[config.mk]
export PLATFORM = sky130hd
export DESIGN_NAME = dmaCountUnit
export DESIGN_NICKNAME = d
export VERILOG_FILES = /design/src/rtl/dma_cnt_pkg.sv /design/src/rtl/dmaCountPath.sv /design/src/rtl/dmaCountCtrl.sv /design/src/rtl/dmaCountUnit.sv
export SDC_FILE = /design/constraint.sdc
export NUM_CORES = 1
export LEC_CHECK = 0
export ABC_AREA = 1
export BUFFER_PORTS_ARGS = -buffer_cell sky130_fd_sc_hd__buf_4
export CAP_MARGIN = 20
export CORE_MARGIN = 2
export CORE_UTILIZATION = 50
export CTS_BUF_LIST = sky130_fd_sc_hd__clkbuf_16
export DETAILED_ROUTE_END_ITERATION = 6
export PLACE_DENSITY = 0.74
export RECOVER_POWER = 100
export SYNTH_ARGS = -nofsm -noshare
export SYNTH_HDL_FRONTEND = slang
export SYNTH_SLANG_ARGS = --single-unit
[constraint.sdc]
create_clock -name clk -period 7 [get_ports clk]
set_input_delay 0 -clock clk [delete_from_list [all_inputs] [get_ports clk]]
set_output_delay 0 -clock clk [all_outputs]
set_load 0.03 [all_outputs]
[src/rtl/dma_cnt_pkg.sv]
package dma_cnt_pkg;

  typedef enum logic [1:0] {
    MODE_GDMA = 2'd0,
    MODE_UDMA = 2'd1,
    MODE_PIO  = 2'd2,
    MODE_MDMA = 2'd3
  } xferMode_e;

  localparam logic [7:0] CMD_LAST_START = 8'h07;
  localparam logic [7:0] CMD_UNIT_RESET = 8'h11;
  localparam logic [7:0] CMD_MDMA_STOP  = 8'h12;

  typedef struct packed {
    logic clearAll;
    logic decEn;
    logic stepTwo;
  } pathCtl_t;

endpackage

[src/rtl/dmaCountPath.sv]
module dmaCountPath
  import dma_cnt_pkg::*;
#(
  parameter int CNT_W  = 32,
  parameter int BEAT_W = 3
) (
  input  logic                 clk,
  input  logic                 rstN,
  input  logic                 busReset,
  input  logic                 wrEn,
  input  logic [CNT_W/8-1:0]   wrByteEn,
  input  logic [CNT_W-1:0]     wrData,
  input  logic [BEAT_W-1:0]    beatBytes,
  input  pathCtl_t             ctl,
  output logic [CNT_W-1:0]     cnt,
  output logic                 cntIsZero,
  output logic                 lastBeat
);
  localparam int LANES = CNT_W / 8;

  logic [LANES-2:0][7:0] staged;
  logic [CNT_W-1:0]      mergedCnt;
  logic [CNT_W-1:0]      step;
  logic                  commit;
  logic                  wipe;

  assign commit = wrEn && wrByteEn[LANES-1];
  assign wipe   = busReset || ctl.clearAll;
  assign step   = ctl.stepTwo ? CNT_W'(2) : CNT_W'(beatBytes);

  always_comb begin
    mergedCnt = '0;
    for (int k = 0; k < LANES - 1; k++) begin
      mergedCnt[k*8 +: 8] = wrByteEn[k] ? wrData[k*8 +: 8] : staged[k];
    end
    mergedCnt[CNT_W-1 -: 8] = wrData[CNT_W-1 -: 8];
  end

  genvar g;
  generate
    for (g = 0; g < LANES - 1; g++) begin : gLane
      always_ff @(posedge clk or negedge rstN) begin
        if (!rstN) begin
          staged[g] <= '0;
        end else if (wipe) begin
          staged[g] <= '0;
        end else if (wrEn && wrByteEn[g]) begin
          staged[g] <= wrData[g*8 +: 8];
        end
      end
    end
  endgenerate

  always_ff @(posedge clk or negedge rstN) begin
    if (!rstN) begin
      cnt <= '0;
    end else if (wipe) begin
      cnt <= '0;
    end else if (commit) begin
      cnt <= mergedCnt;
    end else if (ctl.decEn) begin
      cnt <= (cnt > step) ? cnt - step : '0;
    end
  end

  assign cntIsZero = (cnt == '0);
  assign lastBeat  = (cnt <= step) && !commit;

  // lower-lane writes alone keep the working count
  a_r2_low_lane_hold: assert property (@(posedge clk) disable iff (!rstN)
    (wrEn && !wrByteEn[LANES-1] && !ctl.decEn && !wipe) |=> $stable(cnt));

  // decrement never wraps upward
  a_r5_no_wrap: assert property (@(posedge clk) disable iff (!rstN)
    (ctl.decEn && !commit && !wipe) |=> (cnt <= $past(cnt)));

  // unit reset clears count
  a_r8_clear_count: assert property (@(posedge clk) disable iff (!rstN)
    ctl.clearAll |=> (cnt == '0 && staged == '0));

endmodule

[src/rtl/dmaCountCtrl.sv]
module dmaCountCtrl
  import dma_cnt_pkg::*;
(
  input  logic        clk,
  input  logic        rstN,
  input  logic        cmdValid,
  input  logic [7:0]  cmdCode,
  input  logic        cntDisable,
  input  logic        beatValid,
  input  logic        eotIn,
  input  logic        cntIsZero,
  input  logic        lastBeat,
  output pathCtl_t    ctl,
  output logic        busy,
  output logic        done,
  output logic        eotFlush
);
  logic      active;
  logic      dirIn;
  xferMode_e mode;
  logic      isStart, isReset, isStop;
  logic      ctrOff, newCtrOff;

  assign isStart   = cmdValid && (cmdCode <= CMD_LAST_START);
  assign isReset   = cmdValid && (cmdCode == CMD_UNIT_RESET);
  assign isStop    = cmdValid && (cmdCode == CMD_MDMA_STOP);
  assign ctrOff    = cntDisable && (mode == MODE_GDMA);
  assign newCtrOff = cntDisable && (cmdCode[2:1] == 2'(MODE_GDMA));

  always_comb begin
    ctl          = '0;
    ctl.clearAll = isReset;
    ctl.decEn    = active && beatValid && !ctrOff && !isReset;
    ctl.stepTwo  = (mode == MODE_PIO);
  end

  always_ff @(posedge clk or negedge rstN) begin
    if (!rstN) begin
      active   <= 1'b0;
      dirIn    <= 1'b0;
      mode     <= MODE_GDMA;
      done     <= 1'b0;
      eotFlush <= 1'b0;
    end else begin
      done     <= 1'b0;
      eotFlush <= 1'b0;
      if (isReset) begin
        active <= 1'b0;
        dirIn  <= 1'b0;
        mode   <= MODE_GDMA;
      end else if (active) begin
        if (ctl.decEn && lastBeat) begin
          active <= 1'b0;
          done   <= 1'b1;
        end else if (ctrOff && dirIn && eotIn) begin
          active   <= 1'b0;
          done     <= 1'b1;
          eotFlush <= 1'b1;
        end
        if (isStop && mode == MODE_MDMA) begin
          active <= 1'b0;
        end
      end else if (isStart) begin
        if (cntIsZero && !newCtrOff) begin
          done <= 1'b1;
        end else begin
          active <= 1'b1;
          mode   <= xferMode_e'(cmdCode[2:1]);
          dirIn  <= cmdCode[0];
        end
      end
    end
  end

  assign busy = active;

  // completion pulse only when no longer busy
  a_r5_done_idle: assert property (@(posedge clk) disable iff (!rstN)
    done |-> !busy);

  // start while busy is ignored
  a_r7_busy_start: assert property (@(posedge clk) disable iff (!rstN)
    (active && isStart && !beatValid && !eotIn) |=> (active && mode == $past(mode)));

  // unit reset returns to idle
  a_r8_idle: assert property (@(posedge clk) disable iff (!rstN)
    isReset |=> (!active && !done));

  // stop outside MDMA has no effect
  a_r9_stop_mdma_only: assert property (@(posedge clk) disable iff (!rstN)
    (isStop && active && mode != MODE_MDMA && !beatValid && !eotIn) |=> active);

  // flush only together with done
  a_r11_flush_with_done: assert property (@(posedge clk) disable iff (!rstN)
    eotFlush |-> done);

endmodule

[src/rtl/dmaCountUnit.sv]
module dmaCountUnit
  import dma_cnt_pkg::*;
#(
  parameter int CNT_W  = 32,
  parameter int BEAT_W = 3
) (
  input  logic               clk,
  input  logic               rstN,
  input  logic               busReset,
  input  logic               wrEn,
  input  logic [CNT_W/8-1:0] wrByteEn,
  input  logic [CNT_W-1:0]   wrData,
  input  logic               cmdValid,
  input  logic [7:0]         cmdCode,
  input  logic               cntDisable,
  input  logic               beatValid,
  input  logic [BEAT_W-1:0]  beatBytes,
  input  logic               eotIn,
  output logic [CNT_W-1:0]   remainCnt,
  output logic               busy,
  output logic               done,
  output logic               eotFlush
);
  pathCtl_t ctl;
  logic     cntIsZero;
  logic     lastBeat;

  dmaCountCtrl uCtrl (
    .clk        (clk),
    .rstN       (rstN),
    .cmdValid   (cmdValid),
    .cmdCode    (cmdCode),
    .cntDisable (cntDisable),
    .beatValid  (beatValid),
    .eotIn      (eotIn),
    .cntIsZero  (cntIsZero),
    .lastBeat   (lastBeat),
    .ctl        (ctl),
    .busy       (busy),
    .done       (done),
    .eotFlush   (eotFlush)
  );

  dmaCountPath #(.CNT_W(CNT_W), .BEAT_W(BEAT_W)) uPath (
    .clk       (clk),
    .rstN      (rstN),
    .busReset  (busReset),
    .wrEn      (wrEn),
    .wrByteEn  (wrByteEn),
    .wrData    (wrData),
    .beatBytes (beatBytes),
    .ctl       (ctl),
    .cnt       (remainCnt),
    .cntIsZero (cntIsZero),
    .lastBeat  (lastBeat)
  );

endmodule

# After elaboration in Yosys (flattened, before gate mapping)
# Cells that the tools add are included.
# word_totals
reg_bits	62
inputBits	55
out_inout_bits	35
# op_classes
addsub	1
magnitude_cmp	3
n_eq_ne	6
muxes	38
n_reduce_logical	32
# op_table
operator	count
$mux 32	4
$mux 8	9
$gt 32x32->1	1
$le 32x32->1	1
$logic_not 32->1	1
$sub 32x32->32	1
$mux 1	20
$logic_and 1x1->1	18
$eq 8x5->1 const B	2
$le 8x3->1 const B	1
$mux 2	4
$reduce_bool 2->1	4
$eq 2x2->1 const B	2
$logic_not 1->1	4
$logic_not 2->1	2
$mux 3	1
$reduce_and 3->1	1
$reduce_bool 3->1	1
$ne 2x1->1 const B	1
$ne 2x2->1 const B	1
$logic_or 1x1->1	1

# Depth between registers and ports, before layout
# Gate-level depths: netlist (run 1).
# depth
word_depth	10
mapped_depth	17

# Cells and area by module
# A second synthesis (run 1) with hierarchy kept.
# unflattened
hier_cells	647
area_unflattened_um2	4321.6
# by_module_without_submodules
module	instances	cells_per_inst	area_each_um2
dmaCountPath	1	590	3918.8
dmaCountCtrl	1	57	402.9

# Worst setup path before layout (run 1)
# No wires, ideal clock.
# synth_path
path_type	register -> register
from	register uPath.cnt[0]
to	register uPath.cnt[9]
setup_ns	0.083
arrival_time_ns	2.222
slack_ns	4.695
path_stages_with_launch	16
n_path_buf	1
cell_sequence	dfrtp_1 > inv_1 > ha_1 > fa_1 > inv_1 > nand2_1 > nand2_1 > nor2_4 > nand2_2 > nand2_2 > nand2_4 > nand2_2 > buf_4 > o21ai_0 > nand2_1 > o21ai_0
# synth_via
elab_chain_len	5
elab_cells_between_ends	6
# synth_lines
element	line	rtl
start: declaration	dmaCountPath.sv:15	output logic [CNT_W-1:0] cnt,
start signal: assignment	dmaCountPath.sv:60	cnt <= mergedCnt;
start signal: assignment	dmaCountPath.sv:62	cnt <= (cnt > step) ? cnt - step : '0;
$sub 32x32->32 / $gt 32x32->1 (equally long branches)	dmaCountPath.sv:62	
$mux 32 (*)	dmaCountPath.sv:62	
$mux 32 (*)	dmaCountPath.sv:61	end else if (ctl.decEn) begin
$mux 32 (*)	dmaCountPath.sv:59	end else if (commit) begin
$mux 32 (*)	dmaCountPath.sv:57	end else if (wipe) begin
# Mark *: on every way between the ends. The rest lies on a longest branch, timed or not. The select of a mux whose other input is x is not followed.
# A chain may end at the register's enable or synchronous reset.

# Worst setup path in the final report (run 1)
# layout_path
from	input port cmdCode[2]
to	register uPath.cnt[19]
# layout_via
elab_chain_len	5
elab_cells_between_ends	7
# layout_lines
element	line	rtl
start: declaration	dmaCountUnit.sv:14	input logic [7:0] cmdCode,
$eq 8x5->1 (*)	dmaCountCtrl.sv:25	assign isReset = cmdValid && (cmdCode == CMD_UNIT_RESET);
$logic_and 1x1->1 (*)	dmaCountCtrl.sv:25	
$logic_not 1->1	dmaCountCtrl.sv:33	ctl.decEn = active && beatValid && !ctrOff && !isReset;
$logic_and 1x1->1	dmaCountCtrl.sv:33	
$reduce_bool 3->1 (no line)	--	
# Mark *: on every way between the ends. The rest lies on a longest branch, timed or not.

==> results.json, run 1 <==
{
  "cp_num_buf_inv": 4,
  "clockBufferDepth": 2,
  "worst_hold_slack_ns": -0.001992,
  "synthCells": 642,
  "dp_worst_setup_slack_ns": 4.344,
  "cts_tree": "yes",
  "synth_edf_count": 0,
  "coreArea_um2": 8217,
  "status": "finished, violations left",
  "cp_top_family": "buffers and inverters",
  "critPathCaptureType": "register",
  "synth_seq_area_share_pct": 36.63,
  "via_count": 4559,
  "skew_ns": 0.006409,
  "crit_fanout": 32,
  "max-vdd-ir-drop_uv": 183.0,
  "critPathLaunchType": "primary input",
  "n_fill_cell": 777,
  "numCtsBuffers": 9,
  "async_flop_share_pct": 100.0,
  "yosysMostFrequentCell": "nand2_1",
  "drive_above_1_share_pct": 10.79,
  "drtIter0Drc": 309,
  "grt_pass1_wl_um": 20920,
  "worstPathRequired_ns": 7.27,
  "syn_area_um2": 4235,
  "synth_top_area_cell": "dfrtp_1",
  "dr.pass1.iters": 5,
  "drtAntennaViolNets": 0,
  "maxSlewViolCount": 63,
  "ys_top_cells_by_area": "dfrtp_1 (37%), nand2_1 (16%), o21ai_0 (9.6%), inv_1 (8.1%), nor2_1 (5.7%)",
  "p_per_area_nw_per_um2": 404.6,
  "slew_headroom_pct": -131.8,
  "insertion_delay_ns": 0.33,
  "rsz0062_at_grt": "no",
  "root_buffer": "clkbuf_16",
  "die_h_um": 96.04,
  "crit_cells": 12,
  "clk_pin_slew_ns": 0.06,
  "synth-main-ff-cell": "dfrtp_1",
  "tightest_slew_ns": 3.477,
  "fin_setup_tns_ns": 0,
  "min_path_type": "in -> reg",
  "slowest_stage": "nand3_1",
  "cts_max_level": 3,
  "fin_crit_sh_pct": 58.73,
  "port_buffers": 89,
  "period_minus_slack_ns": 4.111,
  "rows": 33,
  "critPathMaxStageDelay_ns": 0.88,
  "num_io_pins": 90,
  "drc_errors": 0,
  "synth.distinct_cells": 35,
  "antenna_found_initial": 0,
  "fin_ws_ns": 2.889,
  "start_util_pct": 51.55,
  "gp_congestion": 0.9129,
  "area_delta_synth_final_pct": 28.60,
  "reg2reg_depth": 10,
  "grt_max_degree": 63,
  "synthesis.nets": 701,
  "avgSynthCellArea_um2": 6.597,
  "synth_top_area_share_pct": 36.63,
  "cp.arrival_ns": 4.38,
  "crit_type": "in -> reg",
  "max_cap_viol_count": 1,
  "antennaDiodeCount": 0,
  "p_leak_nw": 2.799,
  "ys_ff_latch": 62,
  "drt-total-wl_um": 12750,
  "path_cells": "dlygate4sd3_1 > clkbuf_4 > or2_0 > nor2_2 > nand3_1 > nand2_1 > clkinvlp_2 > nand3_1 > nand2_2 > clkinvlp_2 > o21ai_0 > nand2_1",
  "min_path_cells": 5,
  "violations": "hold timing, capacitance limit, slew limit",
  "fmax_ghz": 0.2433,
  "final_util_pct": 66.29,
  "ys_warn_count": 0,
  "wl_per_cell_um": 14.58,
  "cts.sinks": 62,
  "die_area_um2": 9223,
  "die_x_um": 96.04,
  "fin_nets": 823,
  "postCtsSetupBuffers": 0,
  "gr-total-overflow": 0,
  "ys_top_cells_by_count": "nand2_1 (186), inv_1 (91), o21ai_0 (81)",
  "vias_per_cell": 5.216,
  "dpl.hpwl_um": 9141,
  "finalSetupViolations": 0,
  "grt_pass1_vias": 4401,
  "grt_util_all_layers_pct": 29.30,
  "finalHoldViolations": 1
}
## area by class of cell
| class | instances | area, um^2 | share of cell area, % |
|---|---|---|---|
| Multi-Input combinational cell | 468 | 2181 | 40.04 |
| Sequential cell | 62 | 1551 | 28.49 |
| Tap cell | 105 | 131.4 | 2.412 |
| Timing Repair Buffer | 126 | 900.9 | 16.54 |
| Clock buffer | 9 | 225.2 | 4.135 |
| Inverter | 97 | 366.6 | 6.731 |
| Clock inverter | 7 | 90.09 | 1.654 |
## flip-flops by register name, indices dropped and copies added, names as in the netlist
register / count
uCtrl.done: 1
uCtrl.busy: 1
uCtrl.mode: 2
uCtrl.dirIn: 1
uPath.staged: 24
uPath.cnt: 32
uCtrl.eotFlush: 1
## report_power, final
part | internal, mW | total [mW] | switching [mW]
sequential | 0.440 | 0.551 | 0.111
clock | 0.309 | 0.477 | 0.168
combinational | 0.359 | 1.18 | 0.817
total | 1.11 | 2.20 | 1.10
## path summary, 6_finish.rpt
path | start | to | slack [ns]
setup reg to reg | uCtrl.mode[0] | uPath.cnt[19] | 3.73
max in group asynchronous | rstN | uPath.staged[10] | 3.65
setup / recovery | cmdCode[2] | uPath.cnt[19] | 2.89
hold reg to reg | uCtrl.mode[0] | uCtrl.mode[0] | 0.51
hold / removal | wrData[26] | uPath.cnt[26] | -0.002
min in group asynchronous | rstN | uCtrl.eotFlush | 1.39
## layer usage
layer / wire length [um] / GRT usage, % / share of wire, % / vias up
met4: 285 / 10.12 / 2.2 / 0
li1: - / - / - / 2278
met5: 0 / 0 / 0 / -
met1: 5631 / 38.09 / 44 / 2093
met3: 840 / 6.578 / 6.6 / 24
met2: 5987 / 47.97 / 47 / 164
## cells in the final DEF, fill, tap and decap left out, types with 3 or more instances in the layout
cell type      instances
clkbuf_1              36
nand2_2                4
inv_1                 92
nand4_1               10
a21oi_1               26
ha_1                   3
o21ai_0               88
buf_4                 53
nand2_1              189
nor3_1                 4
nor2_2                 4
nor2_1                65
dfrtp_1               62
xor2_1                19
nand3_1               46
dlygate4sd3_1         36
clkbuf_16              9
## cell families (layout without fill, tap and decap cells)
family / after synthesis / after routing / synth area share (%)
flops: 62 / 62 / 36.63
xor+xnor: 19 / 19 / 3.929
simple gates: 328 / 328 / 33.21
fa+ha+maj: 4 / 4 / 1.359
buf+inv: 112 / 239 / 10.87
compound gates: 117 / 117 / 14.00
## through the flow
stage               std cells  power, mW  cell area (um^2)
floorplan                 642      1.419              4235
global placement          822      1.759              4951
detailed placement        822      1.780              4951
CTS                       874      2.280              5627
global route              874      2.394              5446
finish                    874      2.204              5446
## worst reg2reg max path: cells and delay by family, from the launching register on
family          cells  cell delay (ns)
simple gates        7             1.28
buf+inv             2             1.06
compound gates      1             0.41
flops               1             0.39
## timing repair
| item | 4_1_cts | 5_1_grt |
|---|---|---|
| endpoints found under the setup margin | 0 | 0 |
| hold endpoints to repair | 97 | 0 |
| hold buffers | 36 | 0 |
| gates resized for setup | 0 | 0 |
Note: power is estimated with default switching activity, not from simulation.
==> inputs of run 2 (changes only) <==
--- a/config.mk
+++ b/config.mk
@@ -12,7 +12,7 @@
 export CORE_UTILIZATION = 50
 export CTS_BUF_LIST = sky130_fd_sc_hd__clkbuf_16
 export DETAILED_ROUTE_END_ITERATION = 6
-export PLACE_DENSITY = 0.74
+export PLACE_DENSITY = 0.77
 export RECOVER_POWER = 100
 export SYNTH_ARGS = -nofsm -noshare
 export SYNTH_HDL_FRONTEND = slang
==> constraint.sdc (replaced) <==
create_clock -name clk -period 3.5 [get_ports clk]
set_input_delay 0 -clock clk [delete_from_list [all_inputs] [get_ports clk]]
set_output_delay 0 -clock clk [all_outputs]
set_load 0.03 [all_outputs]
==> run 2 against run 1 <==
The flow finishes with violations (capacitance limit, slew limit). Sequential share of layout area is essentially flat. Clock skew decreased by 0.00084 ns. Core utilization is 0.076 points lower. Critical path depth is 5 higher. Critical path type is now reg -> reg. Critical endpoint is now uPath.cnt[30]. Largest power group unchanged.
==> results.json, run 2 (synthesis gave the netlist of run 1 again) <==
{
  "p_per_area_nw_per_um2": 807.0,
  "fmax_ghz": 0.3451,
  "antennaDiodeCount": 0,
  "cts_resized": 0,
  "clk_pin_slew_ns": 0.05,
  "max_cap_viol_count": 1,
  "cts_max_level": 3,
  "finalHoldViolations": 0,
  "clockBufferDepth": 2,
  "die_h_um": 96.04,
  "crit_type": "reg -> reg",
  "max-vdd-ir-drop_uv": 347.8,
  "rsz0062_at_grt": "no",
  "dpl.hpwl_um": 9039,
  "gr-total-overflow": 0,
  "final_common_cell": "nand2_1",
  "area_delta_synth_final_pct": 28.45,
  "num_io_pins": 90,
  "die_area_um2": 9223,
  "skew_ns": 0.005572,
  "insertion_delay_ns": 0.33,
  "numCtsBuffers": 9,
  "wl_per_cell_um": 14.36,
  "cp.arrival_ns": 3.16,
  "dr.pass1.iters": 5,
  "worst_hold_slack_ns": 0.01835,
  "p_leak_nw": 2.804,
  "coreArea_um2": 8217,
  "status": "finished, violations left",
  "cts.sinks": 62,
  "worstPathRequired_ns": 3.77,
  "antenna_found_initial": 0,
  "drt-total-wl_um": 12520,
  "rows": 33,
  "critPathCaptureType": "register",
  "drtAntennaViolNets": 0,
  "grt_pass1_wl_um": 20720,
  "min_path_type": "in -> reg",
  "r2r_slack_ns": 0.60,
  "vias_per_cell": 5.258,
  "cts_tree": "yes",
  "port_buffers": 89,
  "period_minus_slack_ns": 2.898,
  "grt_util_all_layers_pct": 29.02,
  "maxSlewViolCount": 63,
  "finalSetupViolations": 0,
  "reg.largest.list": "uPath.cnt: 32 flops, uPath.staged: 24 flops, uCtrl.mode: 2 flops",
  "fin_crit_sh_pct": 82.80,
  "largest_reg_flops": 32,
  "drive_above_1_share_pct": 10.82,
  "drtIter0Drc": 360,
  "layout_common_cells": "nand2_1 (189), inv_1 (91), o21ai_0 (87)",
  "gp_congestion": 0.9393,
  "fin_setup_tns_ns": 0,
  "slew_headroom_pct": -4.284,
  "tightest_slew_ns": 1.564,
  "crit_fanout": 23,
  "critPathLaunchType": "register",
  "die_x_um": 96.04,
  "root_buffer": "clkbuf_16",
  "fin_nets": 822,
  "n_fill_cell": 773,
  "grt_pass1_vias": 4389,
  "drc_errors": 0,
  "grt_max_degree": 63,
  "start_util_pct": 51.55,
  "violations": "capacitance limit, slew limit",
  "via_count": 4585,
  "top_register": "uPath.cnt"
}
[run 2: cell count changes in the layout (fill, tap and decap cells not counted), sizes merged]
cell | previous run | this run
clkinv | 5 | 6
dlygate4sd3 | 36 | 35
inv | 94 | 95
clkinvlp | 3 | 0
[run 2: worst paths after layout]
path	from	endpoint	cells past startpoint
setup reg to reg	uCtrl.mode[0]	uPath.cnt[30]	17
hold reg to reg	uCtrl.dirIn	uCtrl.dirIn	2
min in group asynchronous	rstN	uCtrl.dirIn	2
max in group asynchronous	rstN	uPath.staged[7]	2
hold / removal	wrData[26]	uPath.cnt[26]	5
setup / recovery	uCtrl.mode[0]	uPath.cnt[30]	17
[run 2: layout make-up]
class	count	area, um^2	area share, %
clock buffer	9	225.2	4.140
clock inverter	6	77.57	1.426
inverter	97	369.1	6.785
multi-input combinational	468	2193	40.32
sequential	62	1551	28.52
tap	105	131.4	2.415
timing repair buffer	125	892.1	16.40
[run 2: routing by layer]
layer / vias to the layer above / track usage (%) / share of wire [%]
li1: 2266 / - / -
met4: 0 / 9.643 / 1.8
met1: 2136 / 39.43 / 45
met2: 162 / 46.88 / 47
met5: - / 0 / 0
met3: 21 / 5.012 / 6.3
[run 2: through the flow]
stage                     power (mW)  util (%)  area [um^2]  std cells  worst slack [ns]
final                          4.390     66.21         5440        872            0.6021
after CTS                      4.546     68.20         5604        872            0.8027
after detailed placement       3.557     60.26         4951        822            0.8511
after floorplan                2.839         -         4235        642             1.195
after global routing           4.769     66.21         5440        872            0.2754
after global placement         3.519     60.26         4951        822            0.9764
[run 2: worst max-delay path, cell delays in order, from the launching register on]
cell	delay (ns)
dfrtp_1	0.39
inv_1	0.12
a21boi_0	0.10
ha_1	0.23
fa_1	0.42
inv_1	0.08
nand2_1	0.06
nand2_1	0.14
nor2_4	0.06
nand2_1	0.13
nand2_2	0.06
nand2_1	0.25
nand2_2	0.33
inv_1	0.22
nand2_1	0.07
nand2_1	0.05
nand2_1	0.04
nand2_1	0.07
[run 2: repair_timing]
action	in CTS	in global routing
hold endpoints to repair	96	0
setup buffers	0	0
endpoints found under the setup margin	0	0
hold buffers	35	0
[run 2: report_power, final]
part           internal (mW)  total, mW  switching (mW)
Sequential             0.880       1.10           0.222
Combinational          0.720       2.36            1.64
Clock                  0.612      0.934           0.322
Total                   2.21       4.39            2.18
